### config.mk
export PLATFORM = sky130hd
export DESIGN_NAME = cmd_nibble_fifo
export DESIGN_NICKNAME = d
export VERILOG_FILES = /design/src/rtl/cbi_pkg.sv /design/src/rtl/cbi_decode.sv /design/src/rtl/cbi_queue.sv /design/src/rtl/cbi_xfer.sv /design/src/rtl/cmd_nibble_fifo.sv
export SDC_FILE = /design/constraint.sdc
export NUM_CORES = 1
export LEC_CHECK = 0
export BUFFER_PORTS_ARGS = -buffer_cell sky130_fd_sc_hd__buf_2
export CORE_MARGIN = 2
export CORE_UTILIZATION = 45
export CTS_BUF_LIST = sky130_fd_sc_hd__clkbuf_8 sky130_fd_sc_hd__clkbuf_16
export CTS_CLUSTER_DIAMETER = 100
export DETAILED_ROUTE_END_ITERATION = 7
export PLACE_DENSITY = 0.7
export SYNTH_ARGS = -nofsm -noshare
export SYNTH_HDL_FRONTEND = slang
export SYNTH_SLANG_ARGS = --single-unit
### constraint.sdc
create_clock -name clk -period 2.7 [get_ports clk]
set_clock_uncertainty 0.2 [all_clocks]
set_input_delay 0.54 -clock clk [delete_from_list [all_inputs] [get_ports clk]]
set_output_delay 0.54 -clock clk [all_outputs]
set_load 0.01 [all_outputs]
### src/rtl/cbi_pkg.sv
package cbi_pkg;
  typedef enum logic [1:0] {
    OP_NONE   = 2'd0,
    OP_DIGIT  = 2'd1,
    OP_ACTION = 2'd2
  } op_e;

  typedef struct packed {
    op_e        op;
    logic [3:0] arg;
  } cmd_t;

  localparam logic [3:0] KIND_DIGIT  = 4'h1;
  localparam logic [3:0] KIND_ACTION = 4'h2;
endpackage

### src/rtl/cbi_decode.sv
module cbi_decode
  import cbi_pkg::*;
#(
  parameter int TGT_N   = 4,
  parameter bit TEXT_EN = 1'b1
) (
  input  logic       valid_i,
  input  logic [7:0] byte_i,
  input  logic       text_i,
  output cmd_t       cmd_o
);
  cmd_t bin_cmd;
  cmd_t txt_cmd;

  always_comb begin
    bin_cmd = '{op: OP_NONE, arg: byte_i[3:0]};
    if (byte_i[7:4] == KIND_DIGIT)
      bin_cmd.op = OP_DIGIT;
    else if (byte_i[7:4] == KIND_ACTION && int'(byte_i[3:0]) < TGT_N)
      bin_cmd.op = OP_ACTION;
  end

  generate
    if (TEXT_EN) begin : g_text
      always_comb begin
        txt_cmd = '{op: OP_NONE, arg: 4'h0};
        if (byte_i >= 8'h30 && byte_i <= 8'h39) begin
          txt_cmd.op  = OP_DIGIT;
          txt_cmd.arg = byte_i[3:0];
        end else if ((byte_i >= 8'h41 && byte_i <= 8'h46) ||
                     (byte_i >= 8'h61 && byte_i <= 8'h66)) begin
          txt_cmd.op  = OP_DIGIT;
          txt_cmd.arg = byte_i[3:0] + 4'd9;
        end else begin
          case (byte_i)
            8'h72: txt_cmd = '{op: OP_ACTION, arg: 4'd0};
            8'h52: txt_cmd = '{op: OP_ACTION, arg: 4'd1};
            8'h57: txt_cmd = '{op: OP_ACTION, arg: 4'd2};
            8'h77: txt_cmd = '{op: OP_ACTION, arg: 4'd3};
            default: txt_cmd = '{op: OP_NONE, arg: 4'h0};
          endcase
        end
      end
    end else begin : g_no_text
      assign txt_cmd = '{op: OP_NONE, arg: 4'h0};
    end
  endgenerate

  always_comb begin
    if (!valid_i)     cmd_o = '{op: OP_NONE, arg: 4'h0};
    else if (text_i)  cmd_o = txt_cmd;
    else              cmd_o = bin_cmd;
  end
endmodule

### src/rtl/cbi_queue.sv
module cbi_queue #(
  parameter int NIB_W = 4,
  parameter int DEPTH = 4
) (
  input  logic                   clk,
  input  logic                   rst_n,
  input  logic                   push_i,
  input  logic [NIB_W-1:0]       nib_i,
  input  logic                   clr_i,
  output logic [NIB_W*DEPTH-1:0] q_o
);
  localparam int QW = NIB_W * DEPTH;

  logic [QW-1:0] q;

  always_ff @(posedge clk or negedge rst_n) begin
    if (!rst_n)      q <= '0;
    else if (clr_i)  q <= '0;
    else if (push_i) q <= {q[QW-NIB_W-1:0], nib_i};
  end

  assign q_o = q;

  assert_shift_in_R2: assert property (@(posedge clk) disable iff (!rst_n)
    (push_i && !clr_i) |=> (q[NIB_W-1:0] == $past(nib_i)) &&
                           (q[QW-1:NIB_W] == $past(q[QW-NIB_W-1:0])));

  assert_clear_R5: assert property (@(posedge clk) disable iff (!rst_n)
    clr_i |=> (q == '0));

  assert_hold_R8: assert property (@(posedge clk) disable iff (!rst_n)
    (!push_i && !clr_i) |=> $stable(q));
endmodule

### src/rtl/cbi_xfer.sv
module cbi_xfer #(
  parameter int VAL_W = 16,
  parameter int TGT_N = 4
) (
  input  logic             clk,
  input  logic             rst_n,
  input  logic             fire_i,
  input  logic [3:0]       sel_i,
  input  logic [VAL_W-1:0] value_i,
  output logic [TGT_N-1:0] strobe_o,
  output logic [VAL_W-1:0] value_o
);
  generate
    for (genvar t = 0; t < TGT_N; t++) begin : g_tgt
      always_ff @(posedge clk or negedge rst_n) begin
        if (!rst_n) strobe_o[t] <= 1'b0;
        else        strobe_o[t] <= fire_i && (sel_i == 4'(t));
      end
    end
  endgenerate

  always_ff @(posedge clk or negedge rst_n) begin
    if (!rst_n)      value_o <= '0;
    else if (fire_i) value_o <= value_i;
  end

  assert_strobe_onehot_R4: assert property (@(posedge clk) disable iff (!rst_n)
    $onehot0(strobe_o));

  assert_strobe_pulse_R10: assert property (@(posedge clk) disable iff (!rst_n)
    !fire_i |=> (strobe_o == '0) && $stable(value_o));
endmodule

### src/rtl/cmd_nibble_fifo.sv
module cmd_nibble_fifo
  import cbi_pkg::*;
#(
  parameter int NIB_W   = 4,
  parameter int DEPTH   = 4,
  parameter int TGT_N   = 4,
  parameter bit TEXT_EN = 1'b1
) (
  input  logic                   clk,
  input  logic                   rst_n,
  input  logic                   ascii_mode,
  input  logic                   host_valid,
  input  logic [7:0]             host_data,
  input  logic                   key_valid,
  input  logic [7:0]             key_data,
  output logic                   in_ready,
  output logic [NIB_W*DEPTH-1:0] queue_nibbles,
  output logic [TGT_N-1:0]       tgt_strobe,
  output logic [NIB_W*DEPTH-1:0] xfer_value
);
  localparam int QW = NIB_W * DEPTH;

  logic       ready_q;
  logic       accept;
  logic [7:0] merged;
  cmd_t       cmd;
  logic       do_digit;
  logic       do_action;

  always_ff @(posedge clk or negedge rst_n) begin
    if (!rst_n) ready_q <= 1'b0;
    else        ready_q <= 1'b1;
  end
  assign in_ready = ready_q;

  assign accept = ready_q && (host_valid || key_valid);
  assign merged = (host_valid ? host_data : 8'h00) | (key_valid ? key_data : 8'h00);

  cbi_decode #(.TGT_N(TGT_N), .TEXT_EN(TEXT_EN)) i_decode (
    .valid_i (accept),
    .byte_i  (merged),
    .text_i  (ascii_mode),
    .cmd_o   (cmd)
  );

  assign do_digit  = (cmd.op == OP_DIGIT);
  assign do_action = (cmd.op == OP_ACTION);

  cbi_queue #(.NIB_W(NIB_W), .DEPTH(DEPTH)) i_queue (
    .clk    (clk),
    .rst_n  (rst_n),
    .push_i (do_digit),
    .nib_i  (cmd.arg[NIB_W-1:0]),
    .clr_i  (do_action),
    .q_o    (queue_nibbles)
  );

  cbi_xfer #(.VAL_W(QW), .TGT_N(TGT_N)) i_xfer (
    .clk      (clk),
    .rst_n    (rst_n),
    .fire_i   (do_action),
    .sel_i    (cmd.arg),
    .value_i  (queue_nibbles),
    .strobe_o (tgt_strobe),
    .value_o  (xfer_value)
  );

  assert_strobe_clears_R5: assert property (@(posedge clk) disable iff (!rst_n)
    (tgt_strobe != '0) |-> (queue_nibbles == '0));

  assert_strobe_value_R4: assert property (@(posedge clk) disable iff (!rst_n)
    (tgt_strobe != '0) |-> (xfer_value == $past(queue_nibbles)));

  assert_no_take_in_reset_R1: assert property (@(posedge clk) disable iff (!rst_n)
    !ready_q |=> $stable(queue_nibbles) && (tgt_strobe == '0));

  assert_idle_hold_R10: assert property (@(posedge clk) disable iff (!rst_n)
    (!host_valid && !key_valid) |=> $stable(queue_nibbles) && (tgt_strobe == '0));
endmodule

==> results.tsv <==
metric	value	unit
status	complete, but fails checks	
failing checks	setup timing	
Starting Density	45.9	%
Setup crit start kind	primary input	
Worst Path Max Fanout	8	
H-tree depth	2	
die width	72.9	µm
synth warn	0	
Overall Power	1.88	mW
final setup violation count	36	
slowest CP cell	and4bb_2	
synthesized netlist cell count	212	
worst skew pair latency	0.29	ns
placed cells	364	
Setup WS post-layout	-0.274	ns
DRC	0	
CTS root buf	clkbuf_8	
largest net degree at the start of global routing	38	
via count	2256	
Hold Path Class	primary input to async pin	
Synth cell types	48	
Layout Cells excl Fill	393	
area share of the largest cell type after synthesis	43.3	%
Synth Flop Type	dfrtp_1	
Core Rows	25	
area of the multi-input gates	1490	µm²
sequential cell area	926	µm²
FF+latch count, synth	37	
RSZ-0062 raised after global routing	true	
Worst Tran Pin Value	0.791	ns
crit share post-route	110	%
CP Cell Sequence	buf_12 -> buf_12 -> buf_4 -> a22oi_2 -> nand2_1 -> and4bb_2 -> a2bb2oi_4 -> nor2b_4 -> or3_4 -> ha_4 -> buf_12 -> buf_12 -> mux2_4	
fill cell count	267	
critical path's largest stage delay	0.37	ns
Post-synth EDFFs	0	
Clock Pin Slew Worst Setup and Hold Paths	0.08	ns
layout cells sized above 1	61.4	%
Tmin final	2.97	ns
Synthesized Nets	237	
Yosys top cell by area	dfrtp_1	
Sink Count	37	
Antenna diodes	0	
Crit path required time	2.68	ns
I/O pin total	58	
max cap viols	0	
first-pass GRT wire length	10500	µm
syn_area_per_cell	10.1	µm²
Die Ht	72.9	µm
WHS	0.123	ns
P per Cell Area	519	nW/µm²
Starting DRT DRC Count	168	
VDD IR max	356	µV
GRT Total Usage	25.5	%
commonest non-fill, non-tap cell in the layout	buf_4	
most frequent CP cell	buf_12	
grt total ovfl	0	
critical path class	primary input to flip-flop	
Setup TNS	-8.09	ns
Max Clock Freq	336	MHz
Synth Cell Area	2140	µm²
TritonCTS Buffers	5	
sequential-to-total area share from yosys stat	43.3	%
crit path capture type	flip-flop	
Nets	363	
CTS tree	yes	
clock buffer depth	2	
vias in the first global route	2115	
P&R area growth vs syn	69.5	%
initial antenna violation count	0	
Synth area leaders	dfrtp_1 (43%), mux2_2 (9.0%), nand2_1 (4.7%)	
Antenna Violating Nets Remaining	0	
Slew Limit Headroom	47.2	%
Post-DP HPWL	4180	µm
Leak	1.76	nW
Core Footprint	4660	µm²
Slew Limit Fails	0	
commonest cells after routing, fill and taps aside	buf_4 (62), buf_2 (52), dfrtp_1 (37)	
final WL	7340	µm
Hold Buf Count CTS	0	
PortBufs	57	
DR pass1 iterations	4	
Die Area	5320	µm²
Post-synth ARST share	100	%
final hold violations	0	
routed vias/inst	5.74	
CP arrival	2.95	ns
wire per inst	18.7	µm
Final Wtd Congestion	0.879	
-- cell usage after synthesis (all sizes together), types with 2 or more instances --
master	instances
a21oi	7
a22o	7
a22oi	8
a2bb2oi	2
a31oi	5
and3	5
and4	2
buf	7
clkbuf	4
dfrtp	37
ha	4
inv	2
mux2	17
nand2	27
nand2b	13
nand3	12
nor2	6
nor2b	2
nor3	2
o21ai	23
o31ai	2
or2	2
-- worst max-delay path: cells and delay by family --
| kind | cells | cell delay (ns) |
|---|---|---|
| fa+ha+maj | 1 | 0.19 |
| simple gates | 4 | 0.95 |
| mux | 1 | 0.30 |
| compound gates | 2 | 0.34 |
| buf+inv | 5 | 0.61 |
-- sequential cells by signal, summed over array words and instances (netlist names) --
signal,count
in_ready,1
i_xfer.strobe_o,4
i_xfer.value_o,16
i_queue.q_o,16
-- logic make-up after synthesis --
group / count (synthesis) / share of synthesized area, %
AND/OR/NAND/NOR: 76 / 18.5
AO/OA/AOI/OAI: 64 / 22.8
flip-flops: 37 / 43.3
multiplexers: 17 / 8.95
buffers and inverters: 13 / 3.92
adder cells (fa/ha/maj): 4 / 2.34
other: 1 / 0.175
-- worst paths after layout --
kind	cells after the start	slack, ns	end	startpoint
max in group asynchronous	1	1.68	i_queue.q_o[0]	rst_n
min in group clk	1	0.31	i_xfer.value_o[3]	i_xfer.value_o[3]
worst max-delay path	13	-0.27	i_xfer.value_o[2]	host_valid
worst max register to register	6	0.71	i_xfer.value_o[2]	in_ready
worst min-delay path	1	0.12	i_queue.q_o[9]	rst_n
worst min register to register	1	0.31	i_xfer.value_o[3]	i_xfer.value_o[3]
-- power breakdown --
| group | leakage, nW | internal, mW | switching (mW) |
|---|---|---|---|
| logic | 1.19 | 0.296 | 0.295 |
| registers | 0.508 | 0.623 | 0.0778 |
| clock network | 0.0687 | 0.372 | 0.216 |
| total | 1.76 | 1.29 | 0.590 |
-- cell type report --
type / count / area share (%)
timing repair buffer: 130 / 27.5
clock inverter: 3 / 1.90
clock buffer: 5 / 1.90
inverter: 2 / 0.207
sequential: 37 / 25.5
tap: 54 / 1.86
multi-input combinational: 162 / 41.1
-- per-stage QoR --
| step | utilization (%) | cell area (µm²) | setup slack, ns |
|---|---|---|---|
| 3_3_place_gp | 62.9 | 2930 | -0.544 |
| 5_1_grt | 77.8 | 3620 | -0.395 |
| 4_1_cts | 74.5 | 3470 | -0.174 |
| 2_1_floorplan | - | 2270 | -0.672 |
| 6_report | 77.8 | 3620 | -0.274 |
| 3_5_place_dp | 62.9 | 2930 | -0.623 |
-- repair_timing --
item / CTS / global route
pin swaps: 15 / 19
setup buffers: 16 / 5
resized for setup: 40 / 25
setup endpoints to repair: 36 / 36
gates cloned: 2 / 1
-- layer usage --
layer | global-route usage, % | share of wire (%) | vias up
met1 | 34.6 | 41 | 1112
met2 | 42.2 | 52 | 94
met4 | 6.38 | 1.5 | 0
met3 | 4.56 | 4.8 | 15
met5 | 0 | 0 | -
li1 | - | - | 1035
No activity file was read; power rests on OpenSTA's default activity.
